[src/rtl/fce_pkg.sv]
package fce_pkg;
  localparam int CAUSE_W = 32;

  localparam int BIT_NOMATCH = 30;
  localparam int BIT_NOEXEC  = 28;
  localparam int BIT_PROT    = 27;
  localparam int BIT_DSTORE  = 26;
  localparam int BIT_WRITE   = 25;
  localparam int BIT_EXTCTL  = 20;

  typedef enum logic [2:0] {
    FK_NOMATCH = 3'd0,
    FK_PROT    = 3'd1,
    FK_NOEXEC  = 3'd2,
    FK_DIRECT  = 3'd3,
    FK_RESV    = 3'd4,
    FK_EXTCTL  = 3'd5,
    FK_SEGMISS = 3'd6,
    FK_RSVD    = 3'd7
  } fault_kind_e;

  typedef enum logic [2:0] {
    XC_NONE  = 3'd0,
    XC_ISTOR = 3'd1,
    XC_DSTOR = 3'd2,
    XC_ISEG  = 3'd3,
    XC_DSEG  = 3'd4
  } exc_class_e;

  typedef struct packed {
    exc_class_e           cls;
    logic [CAUSE_W-1:0]   code;
    logic                 upd_data;
    logic                 upd_inst;
    logic                 bad;
  } fault_dec_t;
endpackage

[src/rtl/fce_decode.sv]
module fce_decode
  import fce_pkg::*;
(
  input  fault_kind_e kind_i,
  input  logic        ifetch_i,
  input  logic        write_i,
  output fault_dec_t  dec_o
);
  logic [CAUSE_W-1:0] base_code;
  logic               storage_fault;

  always_comb begin
    base_code     = '0;
    storage_fault = 1'b0;
    dec_o         = '0;
    dec_o.cls     = XC_NONE;
    if (ifetch_i) begin
      unique case (kind_i)
        FK_NOMATCH: begin base_code[BIT_NOMATCH] = 1'b1; storage_fault = 1'b1; end
        FK_PROT:    begin base_code[BIT_PROT]    = 1'b1; storage_fault = 1'b1; end
        FK_NOEXEC,
        FK_DIRECT:  begin base_code[BIT_NOEXEC]  = 1'b1; storage_fault = 1'b1; end
        FK_SEGMISS: begin dec_o.cls = XC_ISEG; dec_o.upd_inst = 1'b1; end
        default:    dec_o.bad = 1'b1;
      endcase
      if (storage_fault) begin
        dec_o.cls      = XC_ISTOR;
        dec_o.upd_inst = 1'b1;
      end
      dec_o.code = base_code;
    end else begin
      unique case (kind_i)
        FK_NOMATCH: begin base_code[BIT_NOMATCH] = 1'b1; storage_fault = 1'b1; end
        FK_PROT:    begin base_code[BIT_PROT]    = 1'b1; storage_fault = 1'b1; end
        FK_RESV:    begin base_code[BIT_DSTORE]  = 1'b1; storage_fault = 1'b1; end
        FK_EXTCTL:  begin
          base_code[BIT_DSTORE] = 1'b1;
          base_code[BIT_EXTCTL] = 1'b1;
          storage_fault         = 1'b1;
        end
        FK_SEGMISS: begin dec_o.cls = XC_DSEG; dec_o.upd_data = 1'b1; end
        default:    dec_o.bad = 1'b1;
      endcase
      if (storage_fault) begin
        dec_o.cls      = XC_DSTOR;
        dec_o.upd_data = 1'b1;
        base_code[BIT_WRITE] = write_i;
      end
      dec_o.code = base_code;
    end
  end
endmodule

[src/rtl/fce_regs.sv]
module fce_regs
  import fce_pkg::*;
#(
  parameter int ADDR_W = 32
) (
  input  logic               clk,
  input  logic               rst_n,
  input  logic               cap_i,
  input  fault_dec_t         dec_i,
  input  logic [ADDR_W-1:0]  addr_i,
  output logic [CAUSE_W-1:0] dstat_o,
  output logic [ADDR_W-1:0]  daddr_o,
  output logic [CAUSE_W-1:0] icause_o,
  output exc_class_e         class_o,
  output logic               invalid_o
);
  logic [CAUSE_W-1:0] dstat_d, icause_d;
  logic [ADDR_W-1:0]  daddr_d;
  exc_class_e         class_d;
  logic               invalid_d;
  logic               en_data, en_inst, en_class, en_flag;

  always_comb begin
    en_data  = cap_i & dec_i.upd_data & ~dec_i.bad;
    en_inst  = cap_i & dec_i.upd_inst & ~dec_i.bad;
    en_class = cap_i & ~dec_i.bad;
    en_flag  = cap_i;
    dstat_d   = en_data  ? dec_i.code : dstat_o;
    daddr_d   = en_data  ? addr_i     : daddr_o;
    icause_d  = en_inst  ? dec_i.code : icause_o;
    class_d   = en_class ? dec_i.cls  : class_o;
    invalid_d = en_flag  ? dec_i.bad  : invalid_o;
  end

  always_ff @(posedge clk or negedge rst_n) begin
    if (!rst_n) begin
      dstat_o   <= '0;
      daddr_o   <= '0;
      icause_o  <= '0;
      class_o   <= XC_NONE;
      invalid_o <= 1'b0;
    end else begin
      dstat_o   <= dstat_d;
      daddr_o   <= daddr_d;
      icause_o  <= icause_d;
      class_o   <= class_d;
      invalid_o <= invalid_d;
    end
  end
endmodule

[src/rtl/mmu_fault_cause_enc.sv]
module mmu_fault_cause_enc
  import fce_pkg::*;
#(
  parameter int ADDR_W = 32
) (
  input  logic              clk,
  input  logic              rst_n,
  input  logic              capture_i,
  input  logic              ifetch_i,
  input  logic              write_i,
  input  logic [2:0]        fault_kind_i,
  input  logic [ADDR_W-1:0] addr_i,
  output logic [31:0]       dstat_o,
  output logic [ADDR_W-1:0] daddr_o,
  output logic [31:0]       icause_o,
  output logic [2:0]        class_o,
  output logic              invalid_o
);
  fault_dec_t dec;
  exc_class_e cls_q;

  fce_decode u_decode (
    .kind_i   (fault_kind_e'(fault_kind_i)),
    .ifetch_i (ifetch_i),
    .write_i  (write_i),
    .dec_o    (dec)
  );

  fce_regs #(.ADDR_W(ADDR_W)) u_regs (
    .clk       (clk),
    .rst_n     (rst_n),
    .cap_i     (capture_i),
    .dec_i     (dec),
    .addr_i    (addr_i),
    .dstat_o   (dstat_o),
    .daddr_o   (daddr_o),
    .icause_o  (icause_o),
    .class_o   (cls_q),
    .invalid_o (invalid_o)
  );

  assign class_o = cls_q;
endmodule

[config.mk]
export PLATFORM = sky130hd
export DESIGN_NAME = mmu_fault_cause_enc
export DESIGN_NICKNAME = d
export VERILOG_FILES = /design/src/rtl/fce_pkg.sv /design/src/rtl/fce_decode.sv /design/src/rtl/fce_regs.sv /design/src/rtl/mmu_fault_cause_enc.sv
export SDC_FILE = /design/constraint.sdc
export NUM_CORES = 1
export LEC_CHECK = 0
export CAP_MARGIN = 20
export CORE_ASPECT_RATIO = 0.5
export CORE_MARGIN = 2
export CORE_UTILIZATION = 34
export CTS_CLUSTER_SIZE = 20
export DETAILED_ROUTE_END_ITERATION = 6
export PLACE_DENSITY = 0.76
export RECOVER_POWER = 50
export SLEW_MARGIN = 20
export SYNTH_ARGS = -nofsm -noshare
export SYNTH_HDL_FRONTEND = slang
export SYNTH_SLANG_ARGS = --single-unit
[constraint.sdc]
create_clock -name clk -period 1 [get_ports clk]
set_clock_uncertainty 0.15 [all_clocks]
set_input_delay 0.1 -clock clk [delete_from_list [all_inputs] [get_ports clk]]
set_output_delay 0.1 -clock clk [all_outputs]
set_load 0.01 [all_outputs]
# Word-level counts from Yosys, hierarchy flattened
# Index checks and enable logic that the tools add are counted.
[totals]
ff_bits = 100
latch_bits = 0
ram_bits = 0
mem_bits_ro = 0
input_bits = 40
output_inout_bits = 100
elab_cells = 47
memories = 0
[op_classes]
add_sub_neg = 0
multipliers = 0
div = 0
order_cmp = 0
eq_ne = 6
n_shift = 0
n_mux = 23
bitwise = 6
reduce_logical = 7
[op_table]
columns = ["cell", "n"]
rows = [
  ["$mux W35", 1],
  ["$mux W1", 18],
  ["$reduce_or A5 Y1", 2],
  ["$eq A3 B3 Y1 const B", 3],
  ["$reduce_or A4 Y1", 2],
  ["$eq A3 B2 Y1 const B", 2],
  ["$mux W3", 2],
  ["$and A1 B1 Y1", 5],
  ["$mux W2", 2],
  ["$reduce_or A2 Y1", 2],
  ["$eq A3 B1 Y1 const B", 1],
  ["$logic_not A3 Y1", 1],
  ["$not A1 Y1", 1],
]

# Logic depth before layout (Yosys ltp)
# Gate-level depths: netlist of run 1.
[logic_depth]
depth_word = 8
ltp_mapped = 6
ltp_nobuf = 3

# Hierarchy
# From an unflattened synthesis of run 1, not the netlist that was laid out.
[unflattened]
hier_cells = 262
area_unflattened_um2 = 4370.4
[by_module_without_submodules]
columns = ["mod", "n_inst", "cells_each", "area_per_inst_um2", "seq_area_each_um2"]
rows = [
  ["fce_regs", 1, 213, 4048.9, 2502.4],
  ["fce_decode", 1, 49, 321.6, 0.0],
]

# Least setup slack after synthesis of run 1
# OpenSTA, ideal clock, no wires.
[synth_timing]
path_kind = "input to register"
from = "input fault_kind_i[0]"
to = "register u_regs.daddr_o[10]"
setup_ns = 0.125
t_arrival_ns = 1.176
t_required_ns = 0.725
setup_slack_ns = -0.451
stages = 5
n_path_buf = 2
path_cell_list = "clkbuf_2 nand2b_1 a21oi_4 buf_6 mux2_4"
[synth_via]
elab_chain_cells = 8
elab_cells_between_ends = 21
cone_classes = "eq/ne (6); mux (8); bitwise (3); reduce/logical (4)"
[synth_rtl]
columns = ["element", "line", "source"]
rows = [
  ["start: declaration", "mmu_fault_cause_enc.sv:11", "input logic [2:0] fault_kind_i,"],
  ["$eq A3 B3 Y1 (tied with other cells)", "fce_decode.sv:32", "unique case (kind_i)"],
  ["$reduce_or A4 Y1 (no source line)", "-", ""],
  ["$mux W1", "fce_decode.sv:32", ""],
  ["$mux W1", "fce_decode.sv:17", "if (ifetch_i) begin"],
  ["$mux W1", "fce_decode.sv:44", "if (storage_fault) begin"],
  ["$mux W1", "fce_decode.sv:17", ""],
  ["$and A1 B1 Y1", "fce_regs.sv:24", "en_data = cap_i & dec_i.upd_data & ~dec_i.bad;"],
  ["$and A1 B1 Y1 *", "fce_regs.sv:24", ""],
  ["end signal: assignment", "fce_regs.sv:44", "daddr_o <= daddr_d;"],
  ["end: declaration", "fce_regs.sv:12", "output logic [ADDR_W-1:0] daddr_o,"],
]
# Every way passes the cells marked *; elsewhere a longest branch is shown, timed or not. The select of a mux whose other input is x is not followed.
# A chain may end at the register's enable or synchronous reset.

==> reports/metrics.csv, run 1 <==
metric,value,unit
layout cells sized above 1,0.4557,
antenna-violating nets left,0,
DP HPWL,3940,um
top cell type by total area after synthesis,dfrtp_1,
fin crit period,1.201,ns
GP Congestion,0.7668,
Final Hold Viols,0,
die area,7752,um2
total number of vias,1855,
vias in the first global route,1921,
initial antenna violation count,0,
pwr dens,1715,nW/um2
footprint of the multi-input gates,1059,um2
Fmax,832.8,MHz
Post-synth top flop,dfrtp_1,
final WL,6547,um
RSZ-0062 raised after global routing,yes,
Clock Tree Buf Depth,2,
clk_lat worst skew,0.28,ns
die width,122.5,um
CTS buffer count,5,
Final Max Slew Viols,0,
WL/cell,15.63,um
first-pass GRT wire length,10050,um
Setup Viol. Count Final,82,
Max-Cap Viols,0,
fin crit share,1.201,
Ports,140,
top-area cell type share of the netlist area,0.5029,
CP arrival,1.23,ns
worst r2r path cells,4,
CTS H-tree depth,2,
setup ws final,-0.2007,ns
startpoint types,flip-flop,
Hold Slack,0.1067,ns
Cell variety after synth,32,
pre-CTS WS,-0.7253,ns
Filler cells,514,
failing checks,setup timing,
Initial DRC Count,69,
Layout Utilization,0.5536,
root buf cell,clkbuf_16,
outcome,"finished, violations left",
number of synthesized flops with an enable pin,0,
Mapped Avg Cell Area,12.38,um2
drt pass-1 iters,4,
GRT Util Overall,0.1684,
core area,6753,um2
Max Fanout on Critical Path,3,
"Clk pin slew, worst setup/hold paths",0.07,ns
DR DRC count,0,
largest net degree at the start of global routing,49,
Peak VDD IR,0.0009289,V
Syn. warnings,0,
# port buffers,87,
CTS Sinks,48,
DR top layer,met4,
"Seq/Total Area, Yosys",0.5029,
Total Nets Final,366,
leakage,1.914,nW
routed vias/inst,4.427,
met3 routed WL,250,um
die height,63.27,um
Ant. Diodes,0,
"commonest non-fill, non-tap cells in the layout","52 x conb_1, 48 x dfrtp_1, 37 x buf_2",
Min-Delay Path Depth,4,
CTS tree,done,
"Cell Area, Synth",2389,um2
Register Area,1201,um2
num rows,21,
M1 WL,2568,um
met2 wire len,3636,um
gate count of the mapped netlist,193,
"most common cell after layout, fill and taps aside",conb_1,
GR Overflow Total,0,
synthesis-to-layout area growth,56.52,%
Synth async-reset ratio,1.000,
starting density of the core,0.3537,
Worst Hold Class,input pin to flip-flop,
"top cells by area, synth","dfrtp_1 50%, buf_4 16%, mux2_2 9.0%",
critical path capture point type,flip-flop,
WS Path Type,flip-flop to flip-flop,
"Data required, critical path",1.03,ns
Yosys reg bits,48,
-- path summary, 6_finish.rpt --
check	from	endpoint	slack (ns)
worst max-delay path	u_regs.class_o[2]$_DFFE_PN0P_	u_regs.class_o[2]$_DFFE_PN0P_	-0.20
worst min-delay path	ifetch_i	u_regs.icause_o[28]$_DFFE_PN0P_	0.11
worst max register to register	u_regs.class_o[2]$_DFFE_PN0P_	u_regs.class_o[2]$_DFFE_PN0P_	-0.20
worst min register to register	u_regs.dstat_o[28]$_DFFE_PN0P_	u_regs.dstat_o[28]$_DFFE_PN0P_	0.34
max in group asynchronous	rst_n	u_regs.daddr_o[17]$_DFFE_PN0P_	0.16
min in group asynchronous	rst_n	u_regs.icause_o[26]$_DFFE_PN0P_	0.21
-- state kept, by name, indices dropped and copies added (netlist names) --
signal,cells
u_regs.daddr_o,32
u_regs.class_o,3
u_regs.invalid_o,1
u_regs.icause_o,6
u_regs.dstat_o,6
-- per-layer routing --
metal	vias up	track usage
li1	823	-
met2	82	0.3049
met4	0	0.07902
met1	940	0.1942
met3	10	0.02808
met5	-	0
-- layout make-up --
type	count	share of cell area
Sequential cell	48	0.3213
Timing Repair Buffer	135	0.3179
Multi-Input combinational cell	133	0.2831
Clock buffer	6	0.03447
Tap cell	92	0.03079
Clock inverter	2	0.009371
Inverter	3	0.003012
-- cells by family (layout without fill, tap and decap cells) --
family / count (synthesis) / after routing / synth area share
and+or+nand+nor: 28 / 28 / 0.06810
buffers and inverters: 63 / 146 / 0.1970
AOI/OAI and AO/OA: 21 / 21 / 0.06391
DFF: 48 / 48 / 0.5029
muxes: 32 / 32 / 0.1666
other: 1 / 52 / 0.001570
-- repair_timing --
action,in CTS,in global routing
cloned,4,0
hold buffers,1,0
resized for setup,251,20
pin swaps,7,5
setup buffers,17,10
setup endpoints to repair,96,88
endpoints found under the hold margin,48,0
-- critical path, stage by stage, from the launching register on --
cell and delay, ns:
dfrtp_1 0.41, buf_6 0.13, nand4_1 0.12, o311ai_2 0.12
a21o_1 0.17
-- power by group --
part           switching [mW]  internal [mW]
clock network           0.698           1.18
registers               0.223           2.27
logic                   0.818           1.23
-- synth_stat cells (2+ instances only) --
cell type  number
nand2b_1        3
nor2_1          3
and2_1          2
a21oi_1         4
mux2_1          3
nor4_1          2
clkbuf_1        2
nor4b_1         2
inv_1           3
a21o_1          7
nand2_1         5
mux2_2         19
buf_6           5
nand4_1         2
dfrtp_1        48
nand3_1         2
nor2b_1         3
nand3b_1        2
mux2_4         10
o21ai_0         3
buf_4          52
-- through the flow --
step / setup TNS (ns) / power, mW / std cells / instance area (um2)
2_1_floorplan: -13.87 / 3.343 / 244 / 2610
3_3_place_gp: -36.91 / 4.245 / 382 / 3296
3_5_place_dp: -37.94 / 4.308 / 382 / 3296
4_1_cts: -7.481 / 6.262 / 412 / 3652
5_1_grt: -8.226 / 6.714 / 419 / 3739
6_report: -6.211 / 6.413 / 419 / 3739
Power figures use the tool's default switching activity.
==> run 2: changes to the inputs <==
Settings changed: RECOVER_POWER 50 to 25, SLEW_MARGIN 20 to 5.
==> results of run 2 <==
No change in the layout: final DEF, timing and power equal those of run 1.
==> run 3: changes to the inputs <==
Settings changed: TNS_END_PERCENT from default to 20.
==> run 3 against run 2 <==
The flow still finishes with violations (setup timing). Total power decreased by 4.1%. Fmax increased by 5.2%. Setup slack improved by 0.059 ns. Clock-buffer cell count unchanged. Sequential cell count unchanged. Sequential share of layout area increased by 2.2 points. Largest cell class unchanged. Die area unchanged. Non-clock buffer count decreased by 16.
==> reports/metrics.csv, run 3 (synthesis results as in run 1) <==
metric,value,unit,change
WL/cell,14.72,um,-5.8%
Ant. Diodes,0,,unchanged
antenna-violating nets left,0,,unchanged
CTS H-tree depth,2,,unchanged
Total Nets Final,350,,-4.4%
initial antenna violation count,0,,unchanged
GR Overflow Total,0,,unchanged
drt pass-1 iters,6,,+2
Initial DRC Count,55,,-20%
Ports,140,,unchanged
failing checks,setup timing,,
Final Max Slew Viols,0,,unchanged
num rows,21,,unchanged
outcome,"finished, violations left",,
CTS Sinks,48,,unchanged
CP arrival,1.16,ns,-0.07 ns
"Clk pin slew, worst setup/hold paths",0.07,ns,about the same
reg2reg start,u_regs.class_o[2]$_DFFE_PN0P_,,
Fmax,876.2,MHz,+5.2%
die height,63.27,um,unchanged
synthesis-to-layout area growth,46.41,%,
clk_lat worst skew,0.28,ns,about the same
pwr dens,1759,nW/um2,+2.5%
CTS buffer count,5,,unchanged
final WL,5931,um,-9.4%
Max-Cap Viols,0,,unchanged
GP Congestion,0.7952,,+3.7%
setup ws final,-0.1413,ns,+0.05937 ns
critical path capture point type,flip-flop,,
"Power, Total",6.151,mW,-4.1%
"most common cell after layout, fill and taps aside",conb_1,,
Worst Hold Class,input pin to flip-flop,,
Max Fanout on Critical Path,6,,+3
# port buffers,87,,unchanged
hold_sp,ifetch_i,,
Hold Slack,0.1054,ns,-0.001302 ns
Reg with most FFs,u_regs.daddr_o,,
Final Hold Viols,0,,unchanged
Setup Viol. Count Final,88,,+7.3%
WS Path Type,input pin to flip-flop,,
Layout Utilization,0.5179,,-0.03576
startpoint types,input pin,,
core area,6753,um2,unchanged
DP HPWL,3961,um,+0.52%
root buf cell,clkbuf_16,,
layout cells sized above 1,0.4180,,-0.03765
largest net degree at the start of global routing,49,,unchanged
GRT Util Overall,0.1604,,-0.007992
routed vias/inst,4.387,,-0.91%
CTS tree,done,,
first-pass GRT wire length,9687,um,-3.6%
RSZ-0062 raised after global routing,yes,,
Largest regs,"u_regs.daddr_o: 32 flops, u_regs.dstat_o: 6 flops, u_regs.icause_o: 6 flops",,
leakage,1.803,nW,-5.8%
Setup crit start,fault_kind_i[0],,
vias in the first global route,1788,,-6.9%
fin crit share,1.141,,-0.05937
max reg flops,32,,unchanged
"commonest non-fill, non-tap cells in the layout","52 x conb_1, 48 x dfrtp_1, 41 x buf_2",,
"Data required, critical path",1.02,ns,about the same
Peak VDD IR,0.0008138,V,-12%
starting density of the core,0.3537,,unchanged
die width,122.5,um,unchanged
die area,7752,um2,unchanged
Fin Setup TNS,-5.492,ns,+0.7196 ns
DR DRC count,0,,unchanged
total number of vias,1768,,-4.7%
Clock Tree Buf Depth,2,,unchanged
fin crit period,1.141,ns,-0.05937 ns
## run 3: cell types whose count changed in the layout (fill, tap and decap cells not counted), sizes merged
cell,before,now
buf,100,83
clkbuf,7,8
## run 3: cell type report
class,count,area [um2]
fillers,577,3256
flip-flops and latches,48,1201
multi-input cells,133,1020
repair buffers,119,972.2
clock buffers,6,138.9
well taps,92,115.1
clock inverters,2,38.79
inverters,3,11.26
## run 3: worst paths after layout
check / to / slack [ns] / depth (start not counted)
worst min register to register: u_regs.dstat_o[26]$_DFFE_PN0P_ / 0.33 / 1
worst max-delay path: u_regs.daddr_o[8]$_DFFE_PN0P_ / -0.14 / 6
max in group asynchronous: u_regs.daddr_o[18]$_DFFE_PN0P_ / 0.14 / 3
worst max register to register: u_regs.class_o[2]$_DFFE_PN0P_ / -0.13 / 4
worst min-delay path: u_regs.icause_o[28]$_DFFE_PN0P_ / 0.11 / 4
min in group asynchronous: u_regs.daddr_o[24]$_DFFE_PN0P_ / 0.24 / 3
## run 3: power by group
part | internal, mW | leakage [nW] | total [mW] | switching [mW]
sequential | 2.27 | 0.580 | 2.47 | 0.199
clock | 1.25 | 0.0871 | 1.95 | 0.700
combinational | 0.987 | 1.14 | 1.73 | 0.742
## run 3: critical path: stages
cell	delay, ns
buf_6	0.09
nand2b_4	0.14
a21oi_4	0.22
buf_6	0.17
buf_12	0.13
mux2_4	0.30
## run 3: metal layers
layer	part of all wire	wire length, um	vias up	GRT usage
met3	0.055	327	15	0.04167
met4	0.023	139	0	0.04885
met1	0.38	2277	879	0.1884
met2	0.54	3187	92	0.2875
met5	0	0	-	0
li1	-	-	782	-
## run 3: through the flow
| step | worst slack [ns] | instance area, um2 | instances |
|---|---|---|---|
| CTS | -0.1128 | 3517 | 404 |
| detailed placement | -0.7746 | 3267 | 379 |
| floorplan | -0.4278 | 2591 | 244 |
| global route | -0.1687 | 3497 | 403 |
| finish | -0.1413 | 3497 | 403 |
| global placement | -0.7437 | 3267 | 379 |
## run 3: repair_timing
item / 4_1_cts / 5_1_grt
endpoints found under the setup margin: 96 / 94
gates cloned: 2 / 0
hold endpoints to repair: 48 / 0
hold buffers: 1 / 0
gates resized for setup: 250 / 7
pin swaps: 4 / 1
buffers inserted: 14 / 1
